File: config.mk
export PLATFORM = sky130hd
export DESIGN_NAME = fpst_unit
export DESIGN_NICKNAME = d
export VERILOG_FILES = /design/src/rtl/fpst_pkg.sv /design/src/rtl/fpst_trap_eval.sv /design/src/rtl/fpst_ctrl_decode.sv /design/src/rtl/fpst_unit.sv
export SDC_FILE = /design/constraint.sdc
export NUM_CORES = 1
export LEC_CHECK = 0
export CAP_MARGIN = 0
export CORE_ASPECT_RATIO = 0.5
export CORE_MARGIN = 2
export CORE_UTILIZATION = 45
export CTS_CLUSTER_DIAMETER = 100
export DETAILED_ROUTE_END_ITERATION = 7
export DONT_BUFFER_PORTS = 1
export MAX_ROUTING_LAYER = met4
export PLACE_DENSITY = 0.63
export RECOVER_POWER = 25
export SYNTH_ARGS = -nofsm -noshare
export SYNTH_HDL_FRONTEND = slang
export SYNTH_HIERARCHICAL = 1
export SYNTH_SLANG_ARGS = --single-unit
File: constraint.sdc
create_clock -name clk_i -period 2.11 [get_ports clk_i]
set_input_delay 0.211 -clock clk_i [delete_from_list [all_inputs] [get_ports clk_i]]
set_output_delay 0.211 -clock clk_i [all_outputs]
set_load 0.01 [all_outputs]
File: src/rtl/fpst_pkg.sv
package fpst_pkg;
  localparam int unsigned NFLAG       = 5;
  localparam int unsigned F_INX       = 0;
  localparam int unsigned F_UNF       = 1;
  localparam int unsigned F_OVF       = 2;
  localparam int unsigned F_DVZ       = 3;
  localparam int unsigned F_INV       = 4;
  localparam int unsigned ENA_LSB     = 0;
  localparam int unsigned D_POS       = 5;
  localparam int unsigned T_POS       = 6;
  localparam int unsigned RM_LSB      = 9;
  localparam int unsigned REC_C_POS   = 26;
  localparam int unsigned REC_FLG_LSB = 27;

  typedef enum logic [1:0] {
    RM_NEAR_EVEN = 2'd0,
    RM_TO_ZERO   = 2'd1,
    RM_TO_POS    = 2'd2,
    RM_TO_NEG    = 2'd3
  } rmode_e;
endpackage

File: src/rtl/fpst_trap_eval.sv
module fpst_trap_eval
  import fpst_pkg::*;
#(
  parameter int unsigned W = 32
) (
  input  logic [NFLAG-1:0] raised_i,
  input  logic [W-1:0]     status_i,
  output logic             trap_o,
  output logic [W-1:0]     rec_o
);
  logic [NFLAG-1:0] hit;

  for (genvar i = 0; i < NFLAG; i++) begin : g_hit
    assign hit[i] = raised_i[i] & status_i[ENA_LSB+i];
  end

  assign trap_o = |hit;

  // over/underflow present (enabled or not) forces the overflow-only form
  always_comb begin
    rec_o = '0;
    if (trap_o) begin
      if (raised_i[F_OVF] | raised_i[F_UNF]) begin
        rec_o[REC_C_POS]         = 1'b1;
        rec_o[REC_FLG_LSB+F_OVF] = 1'b1;
      end else begin
        rec_o[REC_FLG_LSB +: NFLAG] = raised_i;
      end
    end
  end
endmodule

File: src/rtl/fpst_ctrl_decode.sv
module fpst_ctrl_decode
  import fpst_pkg::*;
#(
  parameter int unsigned RM_W = 2,
  localparam int unsigned NRM = 1 << RM_W
) (
  input  logic [RM_W-1:0] rm_i,
  input  logic            dnorm_i,
  output logic [NRM-1:0]  round_oh_o,
  output logic            flush_in_o,
  output logic            flush_out_o
);
  for (genvar k = 0; k < NRM; k++) begin : g_rm
    assign round_oh_o[k] = (rm_i == RM_W'(k));
  end

  assign flush_in_o  = dnorm_i;
  assign flush_out_o = dnorm_i;
endmodule

File: src/rtl/fpst_unit.sv
module fpst_unit
  import fpst_pkg::*;
#(
  parameter int unsigned W      = 32,
  parameter int unsigned KEEP_W = 26,
  localparam int unsigned RM_W  = 2,
  localparam int unsigned NRM   = 1 << RM_W
) (
  input  logic             clk_i,
  input  logic             rst_ni,
  input  logic             op_done_i,
  input  logic [NFLAG-1:0] raised_i,
  input  logic             sw_we_i,
  input  logic [W-1:0]     sw_wdata_i,
  output logic [W-1:0]     status_o,
  output logic [W-1:0]     exc_rec_o,
  output logic             trap_o,
  output logic [NRM-1:0]   round_oh_o,
  output logic             flush_in_o,
  output logic             flush_out_o
);
  localparam logic [W-1:0] KEEP_MASK = {{(W-KEEP_W){1'b0}}, {KEEP_W{1'b1}}};

  logic [W-1:0] status_q, rec_q, rec_d, status_upd;
  logic         trap_q, trap_d;

  fpst_trap_eval #(.W(W)) u_eval (
    .raised_i (raised_i),
    .status_i (status_q),
    .trap_o   (trap_d),
    .rec_o    (rec_d)
  );

  always_comb begin
    status_upd = status_q & KEEP_MASK;
    if (trap_d) status_upd[T_POS] = 1'b1;
  end

  always_ff @(posedge clk_i or negedge rst_ni) begin
    if (!rst_ni) begin
      status_q <= '0;
      rec_q    <= '0;
      trap_q   <= 1'b0;
    end else if (sw_we_i) begin
      status_q <= sw_wdata_i;
      trap_q   <= 1'b0;
    end else if (op_done_i) begin
      status_q <= status_upd;
      rec_q    <= rec_d;
      trap_q   <= trap_d;
    end else begin
      trap_q   <= 1'b0;
    end
  end

  fpst_ctrl_decode #(.RM_W(RM_W)) u_dec (
    .rm_i        (status_q[RM_LSB +: RM_W]),
    .dnorm_i     (status_q[D_POS]),
    .round_oh_o  (round_oh_o),
    .flush_in_o  (flush_in_o),
    .flush_out_o (flush_out_o)
  );

  assign status_o  = status_q;
  assign exc_rec_o = rec_q;
  assign trap_o    = trap_q;

  AST_NOFLAG_CLEAN: assert property (@(posedge clk_i) disable iff (!rst_ni)
    ($past(op_done_i && !sw_we_i && raised_i == '0)) |-> (rec_q == '0 && !trap_q));
  AST_HIGH_CLEARED: assert property (@(posedge clk_i) disable iff (!rst_ni)
    ($past(op_done_i && !sw_we_i)) |-> (status_q[W-1:KEEP_W] == '0));
  AST_TRAP_SETS_T: assert property (@(posedge clk_i) disable iff (!rst_ni)
    trap_q |-> status_q[T_POS]);
  AST_OVF_RECORD: assert property (@(posedge clk_i) disable iff (!rst_ni)
    (trap_q && $past(raised_i[F_OVF] | raised_i[F_UNF])) |-> ($countones(rec_q) == 2 && rec_q[REC_C_POS] && rec_q[REC_FLG_LSB+F_OVF]));
  AST_ROUND_ONEHOT: assert property (@(posedge clk_i) disable iff (!rst_ni)
    $countones(round_oh_o) == 1);
  AST_TRAP_SOURCE: assert property (@(posedge clk_i) disable iff (!rst_ni)
    trap_q |-> $past(op_done_i && !sw_we_i));
endmodule

# Word-level counts from Yosys, hierarchy flattened

Cells that the tools add are included.

Output and inout port bits: 71
Bits of input ports: 41
Word-level logic and storage cells: 31
Register bits: 39

Reduce and logical (&&, ||, !) cells: 6
Mux-type cells: 10
Equality and inequality tests: 3
Bitwise gates (word level): 7

Operators by type and width:

| cell                 | count |
|---|---|
| $mux W32             | 2 |
| $mux W6              | 1 |
| $and A1 B1 Y1        | 5 |
| $mux W1              | 5 |
| $reduce_or A5 Y1     | 1 |
| $eq A2 B2 Y1 const B | 2 |
| $mux W2              | 2 |
| $reduce_and A2 Y1    | 2 |
| $reduce_bool A2 Y1   | 2 |
| $eq A2 B1 Y1 const B | 1 |
| $logic_not A2 Y1     | 1 |
| $not A1 Y1           | 1 |
| $or A1 B1 Y1         | 1 |

# Depth between registers and ports, before layout

Depth after elaboration: 5
Depth in mapped cells: 5
Depth with buffers taken out: 4

# Hierarchy

The synthesis kept the hierarchy.

Modules (own cells, without submodules):

| module           | cells an instance | area each (um^2) | instances | seq. area each (um^2) |
|---|---|---|---|---|
| fpst_unit        | 142               | 2547.4           | 1         | 1626.6 |
| fpst_trap_eval   | 39                | 282.8            | 1         | 0.0 |
| fpst_ctrl_decode | 6                 | 41.3             | 1         | 0.0 |

# Least setup slack after synthesis

OpenSTA, ideal clock, no wires.

Path type: register to register
Start point: reg status_q[0] (netlist: status_o[0])
End point: reg rec_q[26] (netlist: exc_rec_o[26])
Arrival: 1.470 ns
Clock period less this slack: 1.595 ns
Path buffers: 0
Data required time: 1.985 ns
Path slack: 0.515 ns
Setup time: 0.125 ns
Cell stages (with the launch flop): 5
Cells stage by stage: dfrtp_1 > a222oi_1 > nand2b_1 > a22o_1 > mux2_4

Cells in the longest elaborated chain, start to end: 3

RTL lines:

| element                | RTL line             | RTL |
|---|---|---|
| start, declared        | fpst_unit.sv:24      | `logic [W-1:0] status_q, rec_q, rec_d, status_upd;` |
| start signal, assigned | fpst_unit.sv:45      | `status_q <= sw_wdata_i;` |
| start signal, assigned | fpst_unit.sv:48      | `status_q <= status_upd;` |
| $and A1 B1 Y1          | fpst_trap_eval.sv:14 | `assign hit[i] = raised_i[i] & status_i[ENA_LSB+i];` |
| $reduce_or A5 Y1       | fpst_trap_eval.sv:17 | `assign trap_o = \|hit;` |
| $mux W6                | fpst_trap_eval.sv:22 | `if (trap_o) begin` |
| via rec_d[26]          | fpst_unit.sv:24      |  |
| end signal, assigned   | fpst_unit.sv:49      | `rec_q <= rec_d;` |
| end, declared          | fpst_unit.sv:24      |  |

The timed path passes the listed nets, and every way through them passes these cells.
A chain may end at the register's enable or synchronous reset.

# Worst setup path in the final report

Start point: reg status_q[0] (netlist: status_o[0])
End point: reg rec_q[29] (netlist: exc_rec_o[29])

The elaborated chain is that of the path after synthesis.

==> summary.txt <==
Outcome
  • Run status: completed

Detailed routing
  • Aggregate routed wire length: 4809 um
  • Drt first-iter violations: 63
  • Post-detailed-route wirelength per cell: 16.93 um
  • Count of nets left with antenna violations after detail routing: 0
  • Via-per-instance ratio: 4.799
  • First-pass detailed-route iteration total: 4
  • Count of unresolved DRC violations after routing: 0
  • Via count of the routed design: 1,363

Critical path
  • Crit start category: flip-flop
  • Highest net fanout along the worst path: 4
  • CP Data Arrival Time: 2.00 ns
  • Number of cells on the worst reg-to-reg path: 4
  • Slack of the worst reg-to-reg path: 0.31 ns
  • Capturing point of the worst reg2reg path: exc_rec_o[29]
  • Critical R2R Launch: status_o[0]
  • Critical Path End Type: flip-flop
  • Data required time of the worst path: 2.31 ns
  • Start-to-end type of the worst setup path: reg2reg

Placement
  • Placed wire-length estimate: 3287 um
  • Placement-stage cell area: 2804 um2
  • Setup Slack @ Placement: 0.3274 ns
  • Count of buffers from port buffering: 0
  • GPL Wtd Cong: 0.6976

Power
  • Comb power frac: 8.9%
  • Pwr Density: 1057 nW/um2
  • Max VDD drop: 0.0005560 V
  • Leakage dissipation: 1.434 nW
  • Switching portion of total power: 23.22%
  • Switching power summed over all nets: 0.0007654 W
  • Share of total power in the clock network: 42.9%
  • Relative contribution of sequential cells to total power: 48.2%
  • Cell-internal power: 0.002531 W

Synthesis
  • Simple-gate area share of the yosys netlist: 3.007%
  • Number of enable-type register cells in the synthesized netlist: 0
  • Mapped Cells: 187
  • Total of flip-flops plus latches after synthesis: 65
  • Dominant cell type by area after synthesis: dfrtp_1
  • Largest family of logic cells by synthesized area: multiplexers
  • Syn Std Cell Area: 2872 um2
  • Mux contribution to synthesized area: 26.14%
  • Most frequent cell after synthesis: dfrtp_1
  • Sequential element share of the synthesized area: 56.64%
  • Post-Synth Adder-Cell Area: 0%
  • Post-Syn Area per Cell: 15.36 um2
  • Most common library cells after synthesis: 65 x dfrtp_1, 29 x buf_4, 29 x mux2_4
  • Area fraction of the dominant cell type after synthesis: 56.64%
  • Yosys synthesis warning count: 6
  • Share of flip-flops with an asynchronous set or reset: 100.0%
  • Number of distinct library cells after synthesis: 23
  • Parity-gate share of the synthesized area counting xor and xnor cells: 0%
  • Most used flip-flop cell after synthesis: dfrtp_1
  • Top cells by area, synth: dfrtp_1 57%, mux2_4 15%, mux2_2 11%
  • Post-synthesis compound-gate area fraction: 3.486%

Clocking
  • Max Buffers Root-to-Sink: 2
  • Number of buffers inserted by hold repair at cts: 3
  • Clock transition time at the flip-flop clock pins of the worst setup and hold paths: 0.05 ns
  • Sink Count: 65
  • H-tree depth reported by CTS: 3
  • Num CTS Buffers: 9
  • Buffers inserted during post-CTS setup optimization: 0
  • CTS tree: done
  • Post-CTS resize count: 0
  • Clk_lat worst skew: 0.32 ns
  • Root cell of the clock tree: clkbuf_16

STA
  • Fin Setup TNS: 0 ns
  • Least setup slack across all paths after layout: 0.3150 ns
  • Slew Viols, Final: 0
  • Worst clock skew: 0.003481 ns
  • Fin Hold WS: 0.02706 ns
  • Unrepaired setup endpoints after global routing: false
  • Tightest Pin Transition: 1.402 ns
  • Worst-case headroom to the max-slew limit: 6.540%
  • Final critical delay including setup and external delays: 1.795 ns
  • Max Freq: 0.5571 GHz
  • Setup violations, final: 0
  • Final period util: 85.07%
  • Hold Violations, Final: 0

Final layout
  • Fill cell count: 552
  • Share of post-route cells with drive strength above 1: 38.78%
  • Post-route cell area: 3119 um2
  • Final antenna diode count: 0
  • Final net count: 232
  • P&R area growth vs syn: 8.627%

Floorplanning
  • Die Span X: 117.0 um
  • Count of pins on the block boundary: 112
  • Std-Cell Core Area: 6106 um2
  • Initial core utilization: 47.03%
  • Area of the die: 7075 um2
  • Row cnt: 20
  • Die height: 60.49 um

GRT
  • Largest net degree at the start of global routing: 66
  • Number of global-route vias before repair: 1,505
  • Overflow after GRT: 0
  • Global-route wire length before repair: 7376 um
  • Antenna violations before repair: 0
  • Total routing usage reported by global routing: 15.00%

Hold path
  • Hold path startpoint: sw_wdata_i[6]
  • Worst hold path type: in2reg
  • Hold endpoint: status_o[6]
  • Cell count of the worst hold path: 2

Flow run
  • Max-capacitance violation count: 0
[power groups by stage]
stage,registers [W],logic (W),clock network (W)
6_report,0.00159,0.000294,0.00141
5_1_grt,0.00161,0.000323,0.00152
4_1_cts,0.00159,0.000306,0.00146
3_5_place_dp,0.00161,0.000271,0
3_3_place_gp,0.00160,0.000257,0
2_1_floorplan,0.00157,0.000306,0
[state kept, by name, summed over array words and instances (netlist names)]
| register | count |
|---|---|
| trap_o | 1 |
| status_o | 32 |
| exc_rec_o | 32 |
[how the worst max path moves through the flow]
stage / startpoint / end / slack [ns] / cells after the start
2_1_floorplan: status_o[0] / exc_rec_o[26] / 0.52 / 4
3_5_place_dp: status_o[0] / exc_rec_o[29] / 0.33 / 4
5_1_grt: rst_ni / status_o[13] / 0.18 / 2
6_report: status_o[0] / exc_rec_o[29] / 0.31 / 4
3_3_place_gp: status_o[0] / exc_rec_o[29] / 0.42 / 4
4_1_cts: status_o[0] / exc_rec_o[29] / 0.31 / 4
[area by class of cell]
| class | instances | area [um2] | share of cell area [%] |
|---|---|---|---|
| Clock buffer | 13 | 250.2 | 8.022 |
| Multi-Input combinational cell | 110 | 1044 | 33.45 |
| Sequential cell | 65 | 1627 | 52.15 |
| Inverter | 1 | 3.754 | 0.1203 |
| Timing Repair Buffer | 4 | 45.04 | 1.444 |
| Tap cell | 88 | 110.1 | 3.530 |
| Clock inverter | 3 | 40.04 | 1.284 |
[cells by family after synthesis]
| kind of cell | after synthesis |
|---|---|
| AOI/OAI and AO/OA | 12 |
| buffers and inverters | 38 |
| DFF | 65 |
| muxes | 57 |
| other | 1 |
| and+or+nand+nor | 14 |
[layer usage]
layer  global-route usage, %  vias up  part of all wire [%]
met5                       -        -                     0
met1                   14.76      712                    38
met4                   6.555        0                  0.73
met3                   9.291        4                   8.0
li1                        -      595                     -
met2                   24.19       52                    53
[through the flow]
step / total power [W] / util (%) / instances
2_1_floorplan: 0.001873 / - / 213
3_3_place_gp: 0.001862 / 45.92 / 265
3_5_place_dp: 0.001880 / 45.92 / 265
4_1_cts: 0.003362 / 51.45 / 284
5_1_grt: 0.003454 / 51.09 / 284
6_report: 0.003297 / 51.09 / 284
[cell usage in the layout (no fill, tap or decap), types with 2 or more instances in the layout]
cell and n:
dfrtp_1 65, clkbuf_16 9, conb_1 27, and2_1 3, dlygate4sd3_1 2, clkbuf_1 3
mux2_4 29, clkinv_2 2, nand2b_1 2, and2_2 2, nor2_1 2, mux2_2 28
a22o_1 8
[critical path: stages (launching register included)]
cell and delay, ns:
dfrtp_1 0.42, a222oi_1 0.59, nand2b_1 0.15, a22o_1 0.26, mux2_4 0.26
Power figures use the tool's default switching activity.
